--- src/rtl/mpu_rx_pkg.sv ---
package mpu_rx_pkg;
  localparam int unsigned REG_AW = 2;
  localparam int unsigned REG_DW = 8;
  localparam logic [REG_AW-1:0] ADDR_CTRL = 2'd0;
  localparam logic [REG_AW-1:0] ADDR_DATA = 2'd1;
  localparam logic [REG_AW-1:0] ADDR_AUX  = 2'd2;
  localparam int unsigned CB_DONE = 0;
  localparam int unsigned CB_NINE = 2;
  localparam int unsigned CB_EN   = 4;
  localparam int unsigned CB_FILT = 5;
  localparam int unsigned CB_MODE = 7;
  localparam int unsigned AB_SEL  = 6;
  typedef enum logic {RX_HUNT, RX_BUSY} rx_state_e;
endpackage

--- src/rtl/mpu_rx_sync.sv ---
module mpu_rx_sync #(
  parameter int unsigned STAGES = 2
) (
  input  logic clk_i,
  input  logic rst_ni,
  input  logic d_i,
  output logic q_o
);
  logic [STAGES-1:0] chain_q;

  generate
    if (STAGES == 1) begin : g_one
      always_ff @(posedge clk_i or negedge rst_ni)
        if (!rst_ni) chain_q <= '1;
        else         chain_q <= d_i;
    end else begin : g_multi
      always_ff @(posedge clk_i or negedge rst_ni)
        if (!rst_ni) chain_q <= '1;
        else         chain_q <= {chain_q[STAGES-2:0], d_i};
    end
  endgenerate

  assign q_o = chain_q[STAGES-1];
endmodule

--- src/rtl/mpu_rx_sampler.sv ---
module mpu_rx_sampler #(
  parameter int unsigned OVS = 16
) (
  input  logic clk_i,
  input  logic rst_ni,
  input  logic tick_i,
  input  logic line_i,
  input  logic run_i,
  output logic fall_o,
  output logic vote_vld_o,
  output logic vote_o
);
  localparam int unsigned CW  = $clog2(OVS);
  localparam int unsigned MID = OVS / 2;
  localparam logic [CW-1:0] V_LO  = CW'(MID - 1);
  localparam logic [CW-1:0] V_MID = CW'(MID);
  localparam logic [CW-1:0] V_HI  = CW'(MID + 1);
  localparam logic [CW-1:0] C_TOP = CW'(OVS - 1);

  logic [CW-1:0] cnt_q;
  logic          last_q;
  logic [1:0]    early_q;

  always_ff @(posedge clk_i or negedge rst_ni) begin
    if (!rst_ni) begin
      cnt_q   <= CW'(1);
      last_q  <= 1'b1;
      early_q <= '0;
    end else if (tick_i) begin
      last_q <= line_i;
      if (!run_i) begin
        cnt_q <= CW'(1);  // edge tick was position 0
      end else begin
        cnt_q <= (cnt_q == C_TOP) ? '0 : cnt_q + CW'(1);
        if (cnt_q == V_LO)  early_q[0] <= line_i;
        if (cnt_q == V_MID) early_q[1] <= line_i;
      end
    end
  end

  assign fall_o     = tick_i & last_q & ~line_i;
  assign vote_vld_o = tick_i & run_i & (cnt_q == V_HI);
  assign vote_o     = (early_q[0] & early_q[1]) | (early_q[0] & line_i) |
                      (early_q[1] & line_i);


  vote_once_chk: assert property (@(posedge clk_i) disable iff (!rst_ni)
    vote_vld_o |=> !vote_vld_o);
endmodule

--- src/rtl/mpu_rx_fsm.sv ---
module mpu_rx_fsm
  import mpu_rx_pkg::*;
#(
  parameter int unsigned DW = 8
) (
  input  logic          clk_i,
  input  logic          rst_ni,
  input  logic          en_i,
  input  logic          fall_i,
  input  logic          vote_vld_i,
  input  logic          vote_i,
  output logic          run_o,
  output logic          nine_vld_o,
  output logic [DW-1:0] data_o,
  output logic          nine_o,
  output logic          stop_vld_o,
  output logic          stop_ok_o
);
  localparam int unsigned IW = $clog2(DW + 3);
  localparam logic [IW-1:0] NINE_IDX = IW'(DW + 1);
  localparam logic [IW-1:0] STOP_IDX = IW'(DW + 2);

  rx_state_e     state_q;
  logic [IW-1:0] idx_q;
  logic [DW-1:0] shift_q;

  always_ff @(posedge clk_i or negedge rst_ni) begin
    if (!rst_ni) begin
      state_q <= RX_HUNT;
      idx_q   <= '0;
      shift_q <= '0;
    end else begin
      case (state_q)
        RX_HUNT: if (fall_i && en_i) begin
          state_q <= RX_BUSY;
          idx_q   <= '0;
        end
        RX_BUSY: if (vote_vld_i) begin
          if (idx_q == '0) begin
            if (vote_i) state_q <= RX_HUNT;  // glitch
            else        idx_q   <= IW'(1);
          end else if (idx_q < NINE_IDX) begin
            shift_q <= {vote_i, shift_q[DW-1:1]};
            idx_q   <= idx_q + IW'(1);
          end else if (idx_q == NINE_IDX) begin
            idx_q <= idx_q + IW'(1);
          end else begin
            state_q <= RX_HUNT;
          end
        end
        default: state_q <= RX_HUNT;
      endcase
    end
  end

  assign run_o      = (state_q == RX_BUSY);
  assign nine_vld_o = run_o & vote_vld_i & (idx_q == NINE_IDX);
  assign nine_o     = vote_i;
  assign data_o     = shift_q;
  assign stop_vld_o = run_o & vote_vld_i & (idx_q == STOP_IDX);
  assign stop_ok_o  = vote_i;


  glitch_drop_chk: assert property (@(posedge clk_i) disable iff (!rst_ni)
    (run_o && vote_vld_i && idx_q == '0 && vote_i) |=> !run_o);

  hunt_after_stop_chk: assert property (@(posedge clk_i) disable iff (!rst_ni)
    stop_vld_o |=> !run_o);

  en_gate_chk: assert property (@(posedge clk_i) disable iff (!rst_ni)
    (!run_o && !en_i) |=> !run_o);
endmodule

--- src/rtl/mpu_rx_regs.sv ---
module mpu_rx_regs
  import mpu_rx_pkg::*;
#(
  parameter int unsigned DW = 8
) (
  input  logic              clk_i,
  input  logic              rst_ni,
  input  logic [REG_AW-1:0] addr_i,
  input  logic              wr_i,
  input  logic [REG_DW-1:0] wdata_i,
  output logic [REG_DW-1:0] rdata_o,
  input  logic              nine_vld_i,
  input  logic [DW-1:0]     data_i,
  input  logic              nine_i,
  input  logic              stop_vld_i,
  input  logic              stop_ok_i,
  output logic              en_o
);
  logic [DW-1:0] buf_q;
  logic rb8_q, done_q, err_q, mode_q, filt_q, en_q, sel_q;
  logic keep, ctrl_wr, aux_wr, err_set;

  assign ctrl_wr = wr_i && (addr_i == ADDR_CTRL);
  assign aux_wr  = wr_i && (addr_i == ADDR_AUX);
  assign keep    = nine_vld_i && !done_q && (!filt_q || nine_i);
  assign err_set = stop_vld_i && !stop_ok_i;

  always_ff @(posedge clk_i or negedge rst_ni) begin
    if (!rst_ni) begin
      buf_q  <= '0;
      rb8_q  <= 1'b0;
      done_q <= 1'b0;
      err_q  <= 1'b0;
      mode_q <= 1'b0;
      filt_q <= 1'b0;
      en_q   <= 1'b0;
      sel_q  <= 1'b0;
    end else begin
      if (keep) begin
        buf_q <= data_i;
        rb8_q <= nine_i;
      end
      if (keep)                               done_q <= 1'b1;
      else if (ctrl_wr && !wdata_i[CB_DONE])  done_q <= 1'b0;
      if (err_set)                    err_q <= 1'b1;
      else if (ctrl_wr && sel_q)      err_q <= wdata_i[CB_MODE];
      if (ctrl_wr && !sel_q)          mode_q <= wdata_i[CB_MODE];
      if (ctrl_wr) begin
        filt_q <= wdata_i[CB_FILT];
        en_q   <= wdata_i[CB_EN];
      end
      if (aux_wr) sel_q <= wdata_i[AB_SEL];
    end
  end

  always_comb begin
    rdata_o = '0;
    case (addr_i)
      ADDR_CTRL: begin
        rdata_o[CB_MODE] = sel_q ? err_q : mode_q;
        rdata_o[CB_FILT] = filt_q;
        rdata_o[CB_EN]   = en_q;
        rdata_o[CB_NINE] = rb8_q;
        rdata_o[CB_DONE] = done_q;
      end
      ADDR_DATA: rdata_o = REG_DW'(buf_q);
      ADDR_AUX:  rdata_o[AB_SEL] = sel_q;
      default:   rdata_o = '0;
    endcase
  end

  assign en_o = en_q;

  logic unused_wbits;
  assign unused_wbits = ^{wdata_i[REG_DW-1:0]};


  done_gate_chk: assert property (@(posedge clk_i) disable iff (!rst_ni)
    (nine_vld_i && done_q) |=> ($stable(buf_q) && $stable(rb8_q)));

  filter_chk: assert property (@(posedge clk_i) disable iff (!rst_ni)
    (nine_vld_i && filt_q && !nine_i && !wr_i) |=> ($stable(buf_q) && $stable(done_q)));

  err_sticky_chk: assert property (@(posedge clk_i) disable iff (!rst_ni)
    (err_q && !(ctrl_wr && sel_q)) |=> err_q);

  alias_keep_chk: assert property (@(posedge clk_i) disable iff (!rst_ni)
    (aux_wr && !stop_vld_i) |=> ($stable(mode_q) && $stable(err_q)));

  set_wins_chk: assert property (@(posedge clk_i) disable iff (!rst_ni)
    keep |=> done_q);
endmodule

--- src/rtl/mpu_rx_top.sv ---
module mpu_rx_top
  import mpu_rx_pkg::*;
#(
  parameter int unsigned OVS         = 16,
  parameter int unsigned DW          = 8,
  parameter int unsigned SYNC_STAGES = 2
) (
  input  logic              clk_i,
  input  logic              rst_ni,
  input  logic              tick_i,
  input  logic              rxd_i,
  input  logic [REG_AW-1:0] reg_addr_i,
  input  logic              reg_wr_i,
  input  logic [REG_DW-1:0] reg_wdata_i,
  output logic [REG_DW-1:0] reg_rdata_o
);
  logic line, run, fall, vote_vld, vote, en;
  logic nine_vld, nine, stop_vld, stop_ok;
  logic [DW-1:0] data;

  mpu_rx_sync #(.STAGES(SYNC_STAGES)) u_sync (
    .clk_i(clk_i), .rst_ni(rst_ni), .d_i(rxd_i), .q_o(line));

  mpu_rx_sampler #(.OVS(OVS)) u_samp (
    .clk_i(clk_i), .rst_ni(rst_ni), .tick_i(tick_i), .line_i(line),
    .run_i(run), .fall_o(fall), .vote_vld_o(vote_vld), .vote_o(vote));

  mpu_rx_fsm #(.DW(DW)) u_fsm (
    .clk_i(clk_i), .rst_ni(rst_ni), .en_i(en), .fall_i(fall),
    .vote_vld_i(vote_vld), .vote_i(vote), .run_o(run),
    .nine_vld_o(nine_vld), .data_o(data), .nine_o(nine),
    .stop_vld_o(stop_vld), .stop_ok_o(stop_ok));

  mpu_rx_regs #(.DW(DW)) u_regs (
    .clk_i(clk_i), .rst_ni(rst_ni), .addr_i(reg_addr_i), .wr_i(reg_wr_i),
    .wdata_i(reg_wdata_i), .rdata_o(reg_rdata_o), .nine_vld_i(nine_vld),
    .data_i(data), .nine_i(nine), .stop_vld_i(stop_vld),
    .stop_ok_i(stop_ok), .en_o(en));
endmodule

--- config.mk ---
export PLATFORM = sky130hd
export DESIGN_NAME = mpu_rx_top
export DESIGN_NICKNAME = d
export VERILOG_FILES = /design/src/rtl/mpu_rx_pkg.sv /design/src/rtl/mpu_rx_sync.sv /design/src/rtl/mpu_rx_sampler.sv /design/src/rtl/mpu_rx_fsm.sv /design/src/rtl/mpu_rx_regs.sv /design/src/rtl/mpu_rx_top.sv
export SDC_FILE = /design/constraint.sdc
export NUM_CORES = 1
export LEC_CHECK = 0
export ABC_AREA = 1
export BUFFER_PORTS_ARGS = -buffer_cell sky130_fd_sc_hd__buf_2
export CAP_MARGIN = 20
export CORE_UTILIZATION = 38
export CTS_BUF_LIST = sky130_fd_sc_hd__clkbuf_4 sky130_fd_sc_hd__clkbuf_8 sky130_fd_sc_hd__clkbuf_16
export DETAILED_ROUTE_END_ITERATION = 8
export GPL_TIMING_DRIVEN = 0
export SETUP_SLACK_MARGIN = 0.5
export SLEW_MARGIN = 30
export SYNTH_ARGS = -nofsm -noshare
export SYNTH_HDL_FRONTEND = slang
export SYNTH_HIERARCHICAL = 1
export SYNTH_SLANG_ARGS = --single-unit
--- constraint.sdc ---
create_clock -name clk_i -period 2.2 [get_ports clk_i]
set_input_delay 0.11 -clock clk_i [delete_from_list [all_inputs] [get_ports clk_i]]
set_output_delay 0.11 -clock clk_i [all_outputs]
set_load 0.01 [all_outputs]
==> results.json <==
{
  "path_class": "register to register",
  "crit_path_start": "u_samp/cnt_q[0]$_DFFE_PN1P_",
  "setup_violations": 0,
  "area.growth.synth_to_final_pct": 23.22,
  "syn_area_per_cell_um2": 8.460,
  "gp_congestion": 0.8081,
  "final-max-slew-violation-count": 0,
  "start_kind": "register",
  "synthesis.nets": 261,
  "viasPerCell": 4.723,
  "fin_tns_setup_ns": 0,
  "postPlaceCellArea_um2": 2167,
  "first_pass_iters": 4,
  "numPlacedInstances": 321,
  "synth_top_family_by_area": "simple AND/OR/NAND/NOR gates",
  "maxCapViolations": 0,
  "synth_compound_area_share_pct": 7.552,
  "routedWlPerCell_um": 11.58,
  "drive_gt1_share_pct": 29.78,
  "p_sw_mw": 0.5124,
  "grt_overflow": 0,
  "dp_worst_setup_slack_ns": 0.3787,
  "pin_count": 23,
  "antennaDiodeCount": 0,
  "ys.flop_type": "dfrtp_1",
  "cts_buffers": 5,
  "design_area_um2": 2450,
  "grtUsageTotal_pct": 16.13,
  "fp.dieH_um": 74.33,
  "syn_inst": 235,
  "drcViolationCount": 0,
  "synth_xor_area_share_pct": 0.4405,
  "fp.coreArea_um2": 4880,
  "dieArea_um2": 5525,
  "ys_seq_area_share_pct": 46.82,
  "nFillCells": 490,
  "yosys_warnings": 6,
  "critPathSlowestCell": "dfstp_2",
  "pwr_density_cell_nw_per_um2": 728.6,
  "slew_headroom_pct": 75.23,
  "regToRegStartpoint": "u_samp/cnt_q[0]$_DFFE_PN1P_",
  "ir_drop_uv": 445.1,
  "muxShareOfSynthArea_pct": 0,
  "wirelength_um": 3925,
  "period_share_pct": 76.05,
  "cts_tree": "yes",
  "rows": 25,
  "clockRootBuffer": "clkbuf_8",
  "synth_edf_count": 0,
  "synth_area_um2": 1988,
  "min_from": "tick_i",
  "p_leak_nw": 1.291,
  "synth_top_area_share_pct": 41.54,
  "setup_slack_ns": 0.5269,
  "clkSinkCount": 37,
  "tightestPinTransition_ns": 0.3715,
  "fin_nets": 297,
  "grt_first_pass_wirelength_um": 6720,
  "critPathMaxFanout": 5,
  "combPwrFrac_pct": 19.1,
  "synth.distinct_cells": 28,
  "ys_top_cells_by_area": "dfrtp_1, nand2_1, ha_1",
  "synth_seq_cells": 37,
  "path_clk_slew_ns": 0.08,
  "htreeDepth": 2,
  "final_hold_viol_count": 0,
  "first_global_vias": 1569,
  "grt_max_degree": 38,
  "synth-simple-area-share_pct": 30.84,
  "antenna_left": 0,
  "crit_chain": "ha_4, nand3_2, nor2_2, nand2_2, nor2_2, inv_2, nor2_4, nand2_4, nand2_2, nand2_2",
  "final_cells": 339,
  "min_period_ns": 1.673,
  "die_w_um": 74.33,
  "status": "complete, no violations",
  "sequentialPowerShare_pct": 46.0,
  "initial_core_util_pct": 40.74,
  "rsz0062_at_grt": "true",
  "mostFrequentLayoutCells": "nand2_1, dfrtp_1, nand3_1",
  "internal-power_mw": 1.273,
  "cp_slowest_stage_delay_ns": 0.57,
  "dp_hpwl_um": 2687,
  "p_sw_share_pct": 28.71,
  "yosys.area_share.adder_pct": 7.426,
  "initialDrtViolationCount": 79,
  "skew_ns": 0.009633,
  "yosysTopAreaCell": "dfrtp_1",
  "power.share.clock_pct": 35.0,
  "max_freq_ghz": 0.5977,
  "clk_latency_ns": 0.29,
  "antenna_found_initial": 0,
  "min_path_type": "primary input to register",
  "crit_top_cell": "nand2_2",
  "crit_arrival_ns": 1.85,
  "final_common_cell": "nand2_1",
  "portBuffers": 19,
  "clockBufferDepth": 2,
  "worstPathRequired_ns": 2.38,
  "synth-async-reset-ratio_pct": 100.0,
  "vias": 1601,
  "cp-end-kind": "register"
}
[layer usage]
| layer | track usage, % | part of all wire (%) |
|---|---|---|
| met5 | 0 | 0 |
| met4 | 5.870 | 2.0 |
| met3 | 4.607 | 3.8 |
| met2 | 26.57 | 44 |
| met1 | 20.24 | 50 |
[Yosys cell counts, types with 2 or more instances]
library cell  instances
inv_2                 3
o21ai_2               4
buf_4                 2
nand3_2               2
nand2_2               5
inv_1                23
nand3_4               2
nor2_1               15
dfrtp_1              33
nand3_1              25
ha_1                 11
a21oi_1               6
a21oi_2               4
buf_2                 2
nand4_1               6
o21ai_0               7
nand2_1              71
dfstp_2               4
[path summary, 6_finish.rpt]
check,to,slack (ns),cells past startpoint
worst min register to register,u_sync/chain_q[1]$_DFF_PN1_,0.36,0
worst min-delay path,u_samp/last_q$_DFFE_PN1P_,0.05,2
max in group asynchronous,u_samp/last_q$_DFFE_PN1P_,1.43,3
min in group asynchronous,u_samp/cnt_q[3]$_DFFE_PN0P_,0.26,2
worst max-delay path,u_regs/buf_q[7]$_DFFE_PN0P_,0.53,10
worst max register to register,u_regs/buf_q[7]$_DFFE_PN0P_,0.53,10
[area by class of cell]
cell class	count	area, um2	area share (%)
well taps	67	83.83	3.422
repair buffers	28	198.9	8.121
clock buffers	7	90.09	3.677
flip-flops and latches	37	930.9	38.00
multi-input cells	168	978.4	39.94
plain buffers	5	40.04	1.634
inverters	26	97.59	3.984
clock inverters	1	30.03	1.226
[state kept, by name, summed over array words and instances (netlist names), 2 cells and up]
register	flops
u_samp/early_q	2
u_samp/cnt_q	4
u_fsm/data_o	8
u_regs/buf_q	8
u_fsm/idx_q	4
u_sync/chain_q	2
[worst max-delay path, delay by kind of cell, from the launching register on]
kind | cells | cell delay, ns
adder cells (fa/ha/maj) | 1 | 0.13
flip-flops | 1 | 0.57
AND/OR/NAND/NOR | 8 | 0.82
buffers and inverters | 1 | 0.05
[cells by family (layout without fill, tap and decap cells)]
logic type	Yosys count	in the layout
fa+ha+maj	12	12
flops	37	37
simple gates	131	132
compound gates	23	23
xor+xnor	1	1
buf+inv	31	67
[power groups by stage]
stage / Combinational (mW) / Clock (mW) / Sequential [mW]
6_report: 0.341 / 0.624 / 0.820
5_1_grt: 0.391 / 0.672 / 0.832
4_1_cts: 0.314 / 0.642 / 0.812
3_5_place_dp: 0.295 / 0 / 0.831
3_3_place_gp: 0.291 / 0 / 0.829
2_1_floorplan: 0.220 / 0 / 0.813
[metrics by stage]
stage | util [%] | hold WS [ns] | power (mW)
2_1_floorplan | - | -0.1856 | 1.034
3_3_place_gp | 44.41 | 0.2157 | 1.120
3_5_place_dp | 44.41 | 0.2166 | 1.126
4_1_cts | 48.05 | 0.04642 | 1.768
5_1_grt | 50.21 | 0.06514 | 1.895
6_report | 50.21 | 0.04923 | 1.785
[repair_timing]
action,in CTS,in global routing
pin swaps,1,10
endpoints found under the hold margin,34,0
gates cloned,0,1
hold buffers,2,0
setup endpoints to repair,10,18
setup buffers,5,1
resized for setup,0,19
(Power assumes the default switching activity.)
